### config.mk
export PLATFORM = sky130hd
export DESIGN_NAME = ts_capture_bank
export DESIGN_NICKNAME = d
export VERILOG_FILES = /design/src/rtl/ts_pkg.sv /design/src/rtl/ts_timebase.sv /design/src/rtl/ts_src_front.sv /design/src/rtl/ts_unit.sv /design/src/rtl/ts_capture_bank.sv
export SDC_FILE = /design/constraint.sdc
export NUM_CORES = 1
export LEC_CHECK = 0
export BUFFER_PORTS_ARGS = -buffer_cell sky130_fd_sc_hd__buf_2
export CAP_MARGIN = 20
export CORE_ASPECT_RATIO = 0.9
export CORE_MARGIN = 1.5
export CORE_UTILIZATION = 50
export DETAILED_ROUTE_END_ITERATION = 7
export GPL_TIMING_DRIVEN = 1
export PLACE_DENSITY_LB_ADDON = 0.2
export SYNTH_ARGS = -nofsm -noshare
export SYNTH_HDL_FRONTEND = slang
export SYNTH_HIERARCHICAL = 1
export SYNTH_SLANG_ARGS = --single-unit
### constraint.sdc
create_clock -name clk -period 20.3 [get_ports clk]
set_input_delay 3.045 -clock clk [delete_from_list [all_inputs] [get_ports clk]]
set_output_delay 3.045 -clock clk [all_outputs]
set_load 0.02 [all_outputs]
### src/rtl/ts_pkg.sv
`timescale 1ns/1ps
package ts_pkg;
  typedef enum logic [1:0] {
    EDGE_OFF  = 2'b00,
    EDGE_RISE = 2'b01,
    EDGE_FALL = 2'b10,
    EDGE_ANY  = 2'b11
  } edge_mode_e;
endpackage

### src/rtl/ts_timebase.sv
`timescale 1ns/1ps
module ts_timebase #(
  parameter int TIME_W   = 31,
  parameter int TICK_DIV = 15,
  localparam int DIV_W   = (TICK_DIV > 1) ? $clog2(TICK_DIV) : 1
) (
  input  logic              clk,
  input  logic              rst_n,
  output logic              tick_o,
  output logic [TIME_W-1:0] time_o
);
  logic [DIV_W-1:0]  pre_q, pre_d;
  logic [TIME_W-1:0] t_q, t_d;
  logic              tick;

  assign tick = (pre_q == DIV_W'(TICK_DIV - 1));

  always_comb begin
    pre_d = tick ? '0 : pre_q + 1'b1;
    t_d   = tick ? t_q + 1'b1 : t_q;
  end

  always_ff @(posedge clk or negedge rst_n) begin
    if (!rst_n) begin
      pre_q <= '0;
      t_q   <= '0;
    end else begin
      pre_q <= pre_d;
      t_q   <= t_d;
    end
  end

  assign tick_o = tick;
  assign time_o = t_q;
endmodule

### src/rtl/ts_src_front.sv
`timescale 1ns/1ps
module ts_src_front #(
  parameter int NUM_PINS   = 16,
  parameter int NUM_EVENTS = 8,
  localparam int NUM_SRC   = NUM_PINS + NUM_EVENTS
) (
  input  logic                  clk,
  input  logic                  rst_n,
  input  logic [NUM_PINS-1:0]   pin_i,
  input  logic [NUM_EVENTS-1:0] evt_i,
  output logic [NUM_SRC-1:0]    rise_o,
  output logic [NUM_SRC-1:0]    fall_o
);
  logic [NUM_PINS-1:0]   meta_q, sync_q;
  logic [NUM_EVENTS-1:0] evt_q;
  logic [NUM_SRC-1:0]    cur, prev_q;

  always_ff @(posedge clk or negedge rst_n) begin
    if (!rst_n) begin
      meta_q <= '0;
      sync_q <= '0;
      evt_q  <= '0;
      prev_q <= '0;
    end else begin
      meta_q <= pin_i;
      sync_q <= meta_q;
      evt_q  <= evt_i;
      prev_q <= cur;
    end
  end

  assign cur    = {evt_q, sync_q};
  assign rise_o = cur & ~prev_q;
  assign fall_o = ~cur & prev_q;
endmodule

### src/rtl/ts_unit.sv
`timescale 1ns/1ps
module ts_unit
  import ts_pkg::*;
#(
  parameter int NUM_SRC = 24,
  parameter int TIME_W  = 31,
  localparam int SEL_W  = $clog2(NUM_SRC)
) (
  input  logic              clk,
  input  logic              rst_n,
  input  logic              en_i,
  input  logic [SEL_W-1:0]  sel_i,
  input  logic [1:0]        mode_i,
  input  logic [NUM_SRC-1:0] rise_i,
  input  logic [NUM_SRC-1:0] fall_i,
  input  logic [TIME_W-1:0] time_i,
  input  logic              clr_i,
  output logic [TIME_W-1:0] cap_o,
  output logic              irq_o,
  output logic              ovr_o
);
  logic [TIME_W-1:0] cap_q, cap_d;
  logic              irq_q, irq_d, ovr_q, ovr_d;
  logic              sel_ok, r_hit, f_hit, hit, trig;

  always_comb begin
    sel_ok = (32'(sel_i) < NUM_SRC);
    r_hit  = sel_ok && rise_i[sel_i];
    f_hit  = sel_ok && fall_i[sel_i];
    unique case (edge_mode_e'(mode_i))
      EDGE_RISE: hit = r_hit;
      EDGE_FALL: hit = f_hit;
      EDGE_ANY:  hit = r_hit | f_hit;
      default:   hit = 1'b0;
    endcase
    trig = en_i && hit;
  end

  always_comb begin
    cap_d = cap_q;
    irq_d = irq_q;
    ovr_d = ovr_q;
    if (clr_i) begin
      irq_d = 1'b0;
      ovr_d = 1'b0;
    end
    if (trig) begin
      cap_d = time_i;
      irq_d = 1'b1;
      ovr_d = (irq_q && !clr_i) || (ovr_q && !clr_i);
    end
  end

  always_ff @(posedge clk or negedge rst_n) begin
    if (!rst_n) begin
      cap_q <= '0;
      irq_q <= 1'b0;
      ovr_q <= 1'b0;
    end else begin
      if (trig) cap_q <= cap_d;
      irq_q <= irq_d;
      ovr_q <= ovr_d;
    end
  end

  assign cap_o = cap_q;
  assign irq_o = irq_q;
  assign ovr_o = ovr_q;
endmodule

### src/rtl/ts_capture_bank.sv
`timescale 1ns/1ps
module ts_capture_bank #(
  parameter int NUM_UNITS  = 12,
  parameter int NUM_PINS   = 16,
  parameter int NUM_EVENTS = 8,
  parameter int TIME_W     = 31,
  parameter int TICK_DIV   = 15,
  localparam int NUM_SRC   = NUM_PINS + NUM_EVENTS,
  localparam int SEL_W     = $clog2(NUM_SRC),
  localparam int IDX_W     = $clog2(NUM_UNITS)
) (
  input  logic                          clk,
  input  logic                          rst_n,
  input  logic [NUM_PINS-1:0]           pin_i,
  input  logic [NUM_EVENTS-1:0]         evt_i,
  input  logic [NUM_UNITS-1:0]          cfg_en,
  input  logic [NUM_UNITS*SEL_W-1:0]    cfg_sel,
  input  logic [NUM_UNITS*2-1:0]        cfg_mode,
  output logic [TIME_W-1:0]             time_o,
  output logic [NUM_UNITS*TIME_W-1:0]   cap_value,
  output logic [NUM_UNITS-1:0]          irq,
  input  logic [IDX_W-1:0]              rd_sel,
  input  logic                          clr_i,
  output logic [TIME_W:0]               rd_data
);
  logic [1:0]            rst_sync_q;
  logic                  rst_sync_n;
  logic                  tick;
  logic [NUM_SRC-1:0]    rise_v, fall_v;
  logic [NUM_UNITS-1:0]  ovr_v;
  logic [NUM_UNITS-1:0]  clr_v;

  always_ff @(posedge clk or negedge rst_n) begin
    if (!rst_n) rst_sync_q <= 2'b00;
    else        rst_sync_q <= {rst_sync_q[0], 1'b1};
  end
  assign rst_sync_n = rst_sync_q[1];

  ts_timebase #(.TIME_W(TIME_W), .TICK_DIV(TICK_DIV)) u_tb (
    .clk(clk), .rst_n(rst_sync_n), .tick_o(tick), .time_o(time_o)
  );

  ts_src_front #(.NUM_PINS(NUM_PINS), .NUM_EVENTS(NUM_EVENTS)) u_front (
    .clk(clk), .rst_n(rst_sync_n), .pin_i(pin_i), .evt_i(evt_i),
    .rise_o(rise_v), .fall_o(fall_v)
  );

  for (genvar u = 0; u < NUM_UNITS; u++) begin : g_unit
    assign clr_v[u] = clr_i && (32'(rd_sel) == u);
    ts_unit #(.NUM_SRC(NUM_SRC), .TIME_W(TIME_W)) u_cap (
      .clk(clk), .rst_n(rst_sync_n),
      .en_i(cfg_en[u]),
      .sel_i(cfg_sel[u*SEL_W +: SEL_W]),
      .mode_i(cfg_mode[u*2 +: 2]),
      .rise_i(rise_v), .fall_i(fall_v),
      .time_i(time_o),
      .clr_i(clr_v[u]),
      .cap_o(cap_value[u*TIME_W +: TIME_W]),
      .irq_o(irq[u]),
      .ovr_o(ovr_v[u])
    );
  end

  always_comb begin
    rd_data = '0;
    for (int u = 0; u < NUM_UNITS; u++) begin
      if (32'(rd_sel) == u) rd_data = {ovr_v[u], cap_value[u*TIME_W +: TIME_W]};
    end
  end

  logic unused_tick;
  assign unused_tick = tick;
endmodule

Word-level counts from Yosys, hierarchy flattened
Index checks and enable logic that the tools add are counted.
- bits of input ports: 127
- register bits: 497
- word-level logic and storage cells: 351
- output and inout bits: 447
- magnitude comparators: 24
- reductions and logical operators: 109
- mux-type cells: 109
- equality and inequality tests: 48
- bitwise logic cells: 16
- $add $sub $neg: 2
- operators by type and width (cell ; number):
    $mux 32 ; 12
    $bmux 1 s5 ; 24
    $logic_and 1x1->1 ; 72
    $lt 5x6->1 const B ; 12
    $lt 5x5->1 const B ; 12
    $mux 1 ; 60
    $and 24x24->24 ; 2
    $eq 2x2->1 const B ; 24
    $not 24->24 ; 2
    $pmux 1 s3 ; 12
    $add 31x1->31 const B ; 1
    $eq 2x1->1 const B ; 12
    $reduce_bool 2->1 ; 12
    $eq 4x4->1 const B ; 5
    $eq 4x3->1 const B ; 4
    $logic_not 1->1 ; 12
    $logic_or 1x1->1 ; 12
    $or 1x1->1 ; 12
    $eq 4x2->1 const B ; 2
    $add 4x1->4 const B ; 1
    $eq 4x1->1 const B ; 1
    $logic_not 4->1 ; 1
    $mux 4 ; 1

Longest topological paths before layout
- depth in word-level cells: 13
- gate-level depth with buffers: 8
- gate-level depth less buffers: 6

Hierarchy
Netlist, hierarchy kept.
- by module, submodules not included (module ; instances ; sequential area each (um^2) ; cells each ; area an instance (um^2)):
    ts_unit ; 12 ; 825.8 ; 117 ; 1864.3
    ts_capture_bank ; 1 ; 50.0 ; 487 ; 3871.2
    ts_src_front ; 1 ; 1601.5 ; 112 ; 2021.9
    ts_timebase ; 1 ; 875.8 ; 147 ; 1625.3

Worst setup path after synthesis
Ideal clock, no wire load.
- path kind: in2out
- from: input rd_sel[1]
- to: output rd_data[26]
- required time: 17.255 ns
- data arrival time: 4.439 ns
- path slack: 12.816 ns
- buffers on the path: 4
- stages: 7
- cells stage by stage: buf_6 buf_8 buf_8 buf_4 nand2_1 a211oi_1 a311oi_1
- cells in the longest elaborated chain, start to end: 13
- elaborated cells on any way between the ends: 24
- classes of those cells: eq/ne (11); mux (12); reduce/logical (1)
- ends and longest elaborated chain (what ; line ; RTL):
    from (decl) ; ts_capture_bank.sv:22 ; input logic [IDX_W-1:0] rd_sel,
    $logic_not 4->1 ; ts_capture_bank.sv:67 ; if (32'(rd_sel) == u) rd_data = {ovr_v[u], cap_value[u*TIME_W +: TIME_W]};
    $mux 32 (11 in series) ; ts_capture_bank.sv:67 ;
    $mux 32 (*) ; ts_capture_bank.sv:67 ;
    to (decl) ; ts_capture_bank.sv:24 ; output logic [TIME_W:0] rd_data
Every way passes the cells marked *; elsewhere a longest branch is shown, timed or not.

Final worst setup path
- from: input rd_sel[1]
- to: output rd_data[1]
Same word-level chain as after synthesis.

==> impl_metrics.csv <==
group,metric,value,unit
critical_path,cp_max_fo,78,
critical_path,crit_top_cell,"a2bb2oi_1",
clock_network,cts_buffer_depth,3,
timing,period_needed,9.154,ns
synthesis,synth_area_leader_cell,"dfrtp_1",
clock_network,cts.sinks,497,
synthesis,synthCells,2150,
timing,maxSlewViolCount,0,
synthesis,synth_cell_types,72,
final_layout,nets,2798,
synthesis,synth_top_area_share,0.4161,
placement,gp_congestion,0.9537,
pwr,power.share.clock,0.402,
synthesis,postSynthAreaPerCell,13.90,um^2
global_route,grt.overflow.total,0,
timing,finalHoldViolCount,0,
die,chipWidth,260.7,um
die,ios,574,
global_route,grt_max_degree,189,
synthesis,yosysSeqAreaShare,0.4161,
detailed_routing,wl,105.4,mm
synthesis,syn-cell-area,0.02989,mm^2
die,num_rows,84,
clock_network,cts_hold_buf,0,
timing,rsz0062_at_grt,"no",
clock_network,cts_resized,0,
placement,port_buffers,573,
min_path,hp-class,"reg2reg",
critical_path,worstRegToRegCells,7,
critical_path,max_stage_delay,0.87,ns
pwr,pwr-share-seq,0.439,
critical_path,cp_slowest_cell,"buf_4",
critical_path,crit_arrival,6.11,ns
pwr,switchingPower,666.9,uW
synthesis,netlist_top_cells_count,"497 x dfrtp_1, 348 x mux2_4, 133 x mux2_2, 107 x mux4_2, 80 x buf_6",
pwr,ir_drop,0.06348,mV
synthesis,synth-edff-count,0,
detailed_routing,drt_iter0_drc,2204,
critical_path,critical_path_class,"in2out",
pwr,internal_power,1.691,mW
die,core_area,0.05875,mm^2
detailed_routing,ant_nets,0,
placement,dp_hpwl,73.50,mm
critical_path,critPathLaunchType,"input port",
pwr,switching_share,0.2828,
detailed_routing,post_drt_wl_per_cell,30.26,um
detailed_routing,vias_per_cell,6.406,
clock_network,post-cts-setup-buffers,0,
timing,min_period_over_period,0.4509,
critical_path,r2r_start,"u_front/evt_q[7]",
clock_network,cts_made_buffers,52,
min_path,hold_start,"u_front/meta_q[6]",
die,die-area,0.06126,mm^2
clock_network,clk_latency,0.61,ns
placement,dp_cells,3390,
final_layout,finalNonFillerCells,3482,
min_path,min_path_cells,0,
synthesis,netlist_top_cells_area,"dfrtp_1 42%, mux2_4 17%, mux4_2 8.1%",
clock_network,cts_root_buf,"clkbuf_16",
detailed_routing,drc_errors,0,
synthesis,ys_seq_elements,497,
synthesis,ys.flop_type,"dfrtp_1",
pwr,p_per_area,68.55,mW/mm^2
die,dieHeight,235.0,um
min_path,holdPathEnd,"u_front/sync_q[6]",
die,initial_core_util,0.5088,
clock_network,tritoncts,"built",
job,drv_cap,0,
timing,tightest_slew,1.067,ns
pwr,comb_power_share,0.160,
critical_path,r2r-end,"g_unit[3].u_cap/cap_o[21]",
detailed_routing,firstDrtPassIters,6,
timing,fin_worst_skew,0.03031,ns
detailed_routing,vias,22310,
final_layout,drive_gt1_frac,0.5216,
timing,max_slew_margin,0.2886,
clock_network,cts_max_level,2,
global_route,grt_pass1_vias,22550,
timing,setup_tns,0,ns
critical_path,r2r_setup_slack,17.06,ns
critical_path,cp.required,17.26,ns
timing,fmax,0.1092,GHz
clock_network,path_clk_slew,0.07,ns
global_route,antenna_found_initial,0,
synthesis,async_reset_ff_frac,1.000,
pwr,cellLeakagePower,17.58,nW
status,outcome,"complete, no violations",
synthesis,syn_nets,2278,
final_layout,area_growth,15.10,%
global_route,grt_first_pass_wirelength,156.1,mm
global_route,grt_usage,0.3410,
critical_path,crit_chain,"buf_6 > buf_4 > nand2b_1 > a2bb2oi_1 > a2bb2oi_1 > a31oi_1 > o22a_1 > buf_2",
synthesis,ys_warn_count,6,
critical_path,endpoint_kind,"primary output",
timing,setup_viol,0,
synthesis,synth.most_common_cell,"dfrtp_1",
-- cell usage in the layout (no fill, tap or decap), types with 12 or more instances in the layout --
cell,synthesis,final
a21boi_2,12,12
a21oi_1,69,69
a221oi_1,25,25
a22oi_2,24,24
a41o_1,12,12
and2_1,28,28
and2b_2,48,48
buf_2,31,570
buf_4,14,37
clkbuf_1,11,13
clkbuf_16,0,53
dfrtp_1,497,496
inv_1,27,27
mux2_1,12,12
mux2_2,133,133
mux2_4,348,348
mux2i_1,50,50
mux4_1,24,24
mux4_2,107,107
nand2_1,65,65
nand2b_1,46,44
nand3_1,13,13
nand4_1,16,16
nand4_4,12,12
nor2_1,66,66
nor2b_1,55,54
nor3b_1,13,13
o211ai_2,24,24
o21ai_0,57,57
o21ai_1,17,17
o221ai_1,16,16
o22a_1,16,16
o22ai_1,32,32
o31ai_1,27,27
xnor2_1,20,20
-- state kept, by name, indices dropped and copies added (netlist names) --
register	count
g_unit.u_cap/ovr_o	12
u_front/evt_q	8
u_front/prev_q	24
u_tb/time_o	31
u_tb/pre_q	4
g_unit.u_cap/irq_o	12
g_unit.u_cap/cap_o	372
u_front/meta_q	16
rst_sync_q	2
u_front/sync_q	16
-- stage by stage --
stage	instance area (um^2)	utilization	hold WS [ns]	total power, mW	setup slack (ns)
2_1_floorplan	29890	-	0.3312	1.317	5.422
3_3_place_gp	32740	0.5573	0.3323	1.417	11.30
3_5_place_dp	32740	0.5573	0.3364	1.424	11.26
4_1_cts	34400	0.5855	0.3493	2.370	11.24
5_1_grt	34400	0.5855	0.3510	2.431	11.02
6_report	34400	0.5856	0.3452	2.358	11.15
-- power by group through the flow --
| stage | logic, mW | registers (mW) | clock network [mW] |
|---|---|---|---|
| final | 0.377 | 1.03 | 0.947 |
| after global routing | 0.396 | 1.04 | 0.997 |
| after CTS | 0.373 | 1.03 | 0.963 |
| after detailed placement | 0.372 | 1.05 | 0 |
| after global placement | 0.365 | 1.05 | 0 |
| after floorplan | 0.246 | 1.07 | 0 |
-- worst max-delay path, delay by kind of cell --
| kind | cells | cell delay, ns |
|---|---|---|
| buffers and inverters | 3 | 1.69 |
| AO/OA/AOI/OAI | 4 | 0.86 |
| AND/OR/NAND/NOR | 1 | 0.34 |
-- worst max path at each step --
stage               slack, ns  depth (start not counted)                        to          start
CTS                     11.24                          8                rd_data[1]      rd_sel[1]
detailed placement      11.26                          8                rd_data[1]      rd_sel[1]
finish                  11.15                          8                rd_data[1]      rd_sel[1]
global placement        11.30                          8               rd_data[19]      rd_sel[1]
global route            11.02                          8                rd_data[1]      rd_sel[1]
floorplan                5.42                          0  g_unit[0].u_cap/cap_o[0]  rst_sync_q[1]
-- area by class of cell --
cell class              count  area, um^2
clock inverters            15       146.4
diodes                      1       2.502
fillers                  4762       24350
clock buffers              76        1513
flip-flops and latches    497       12440
multi-input cells        1482       16060
repair buffers            610        3173
inverters                  27       101.3
well taps                 774       968.4
-- logic make-up (layout without fill, tap and decap cells) --
logic type / after synthesis / after routing / synth area share
muxes: 674 / 674 / 0.3479
DFF: 497 / 497 / 0.4161
and+or+nand+nor: 399 / 399 / 0.08401
AOI/OAI and AO/OA: 377 / 377 / 0.09578
buffers and inverters: 171 / 728 / 0.04688
xor gates and xnor gates: 30 / 30 / 0.008791
adders and majority gates: 1 / 1 / 0.0004185
other: 1 / 2 / 0.0001255
-- layer usage --
| metal | up-vias | part of all wire | track usage |
|---|---|---|---|
| li1 | 9222 | - | - |
| met3 | 237 | 0.087 | 0.06548 |
| met5 | - | 0 | 0 |
| met2 | 1261 | 0.46 | 0.5287 |
| met4 | 0 | 0.040 | 0.1301 |
| met1 | 11590 | 0.41 | 0.4732 |
No activity file was read; power rests on OpenSTA's default activity.
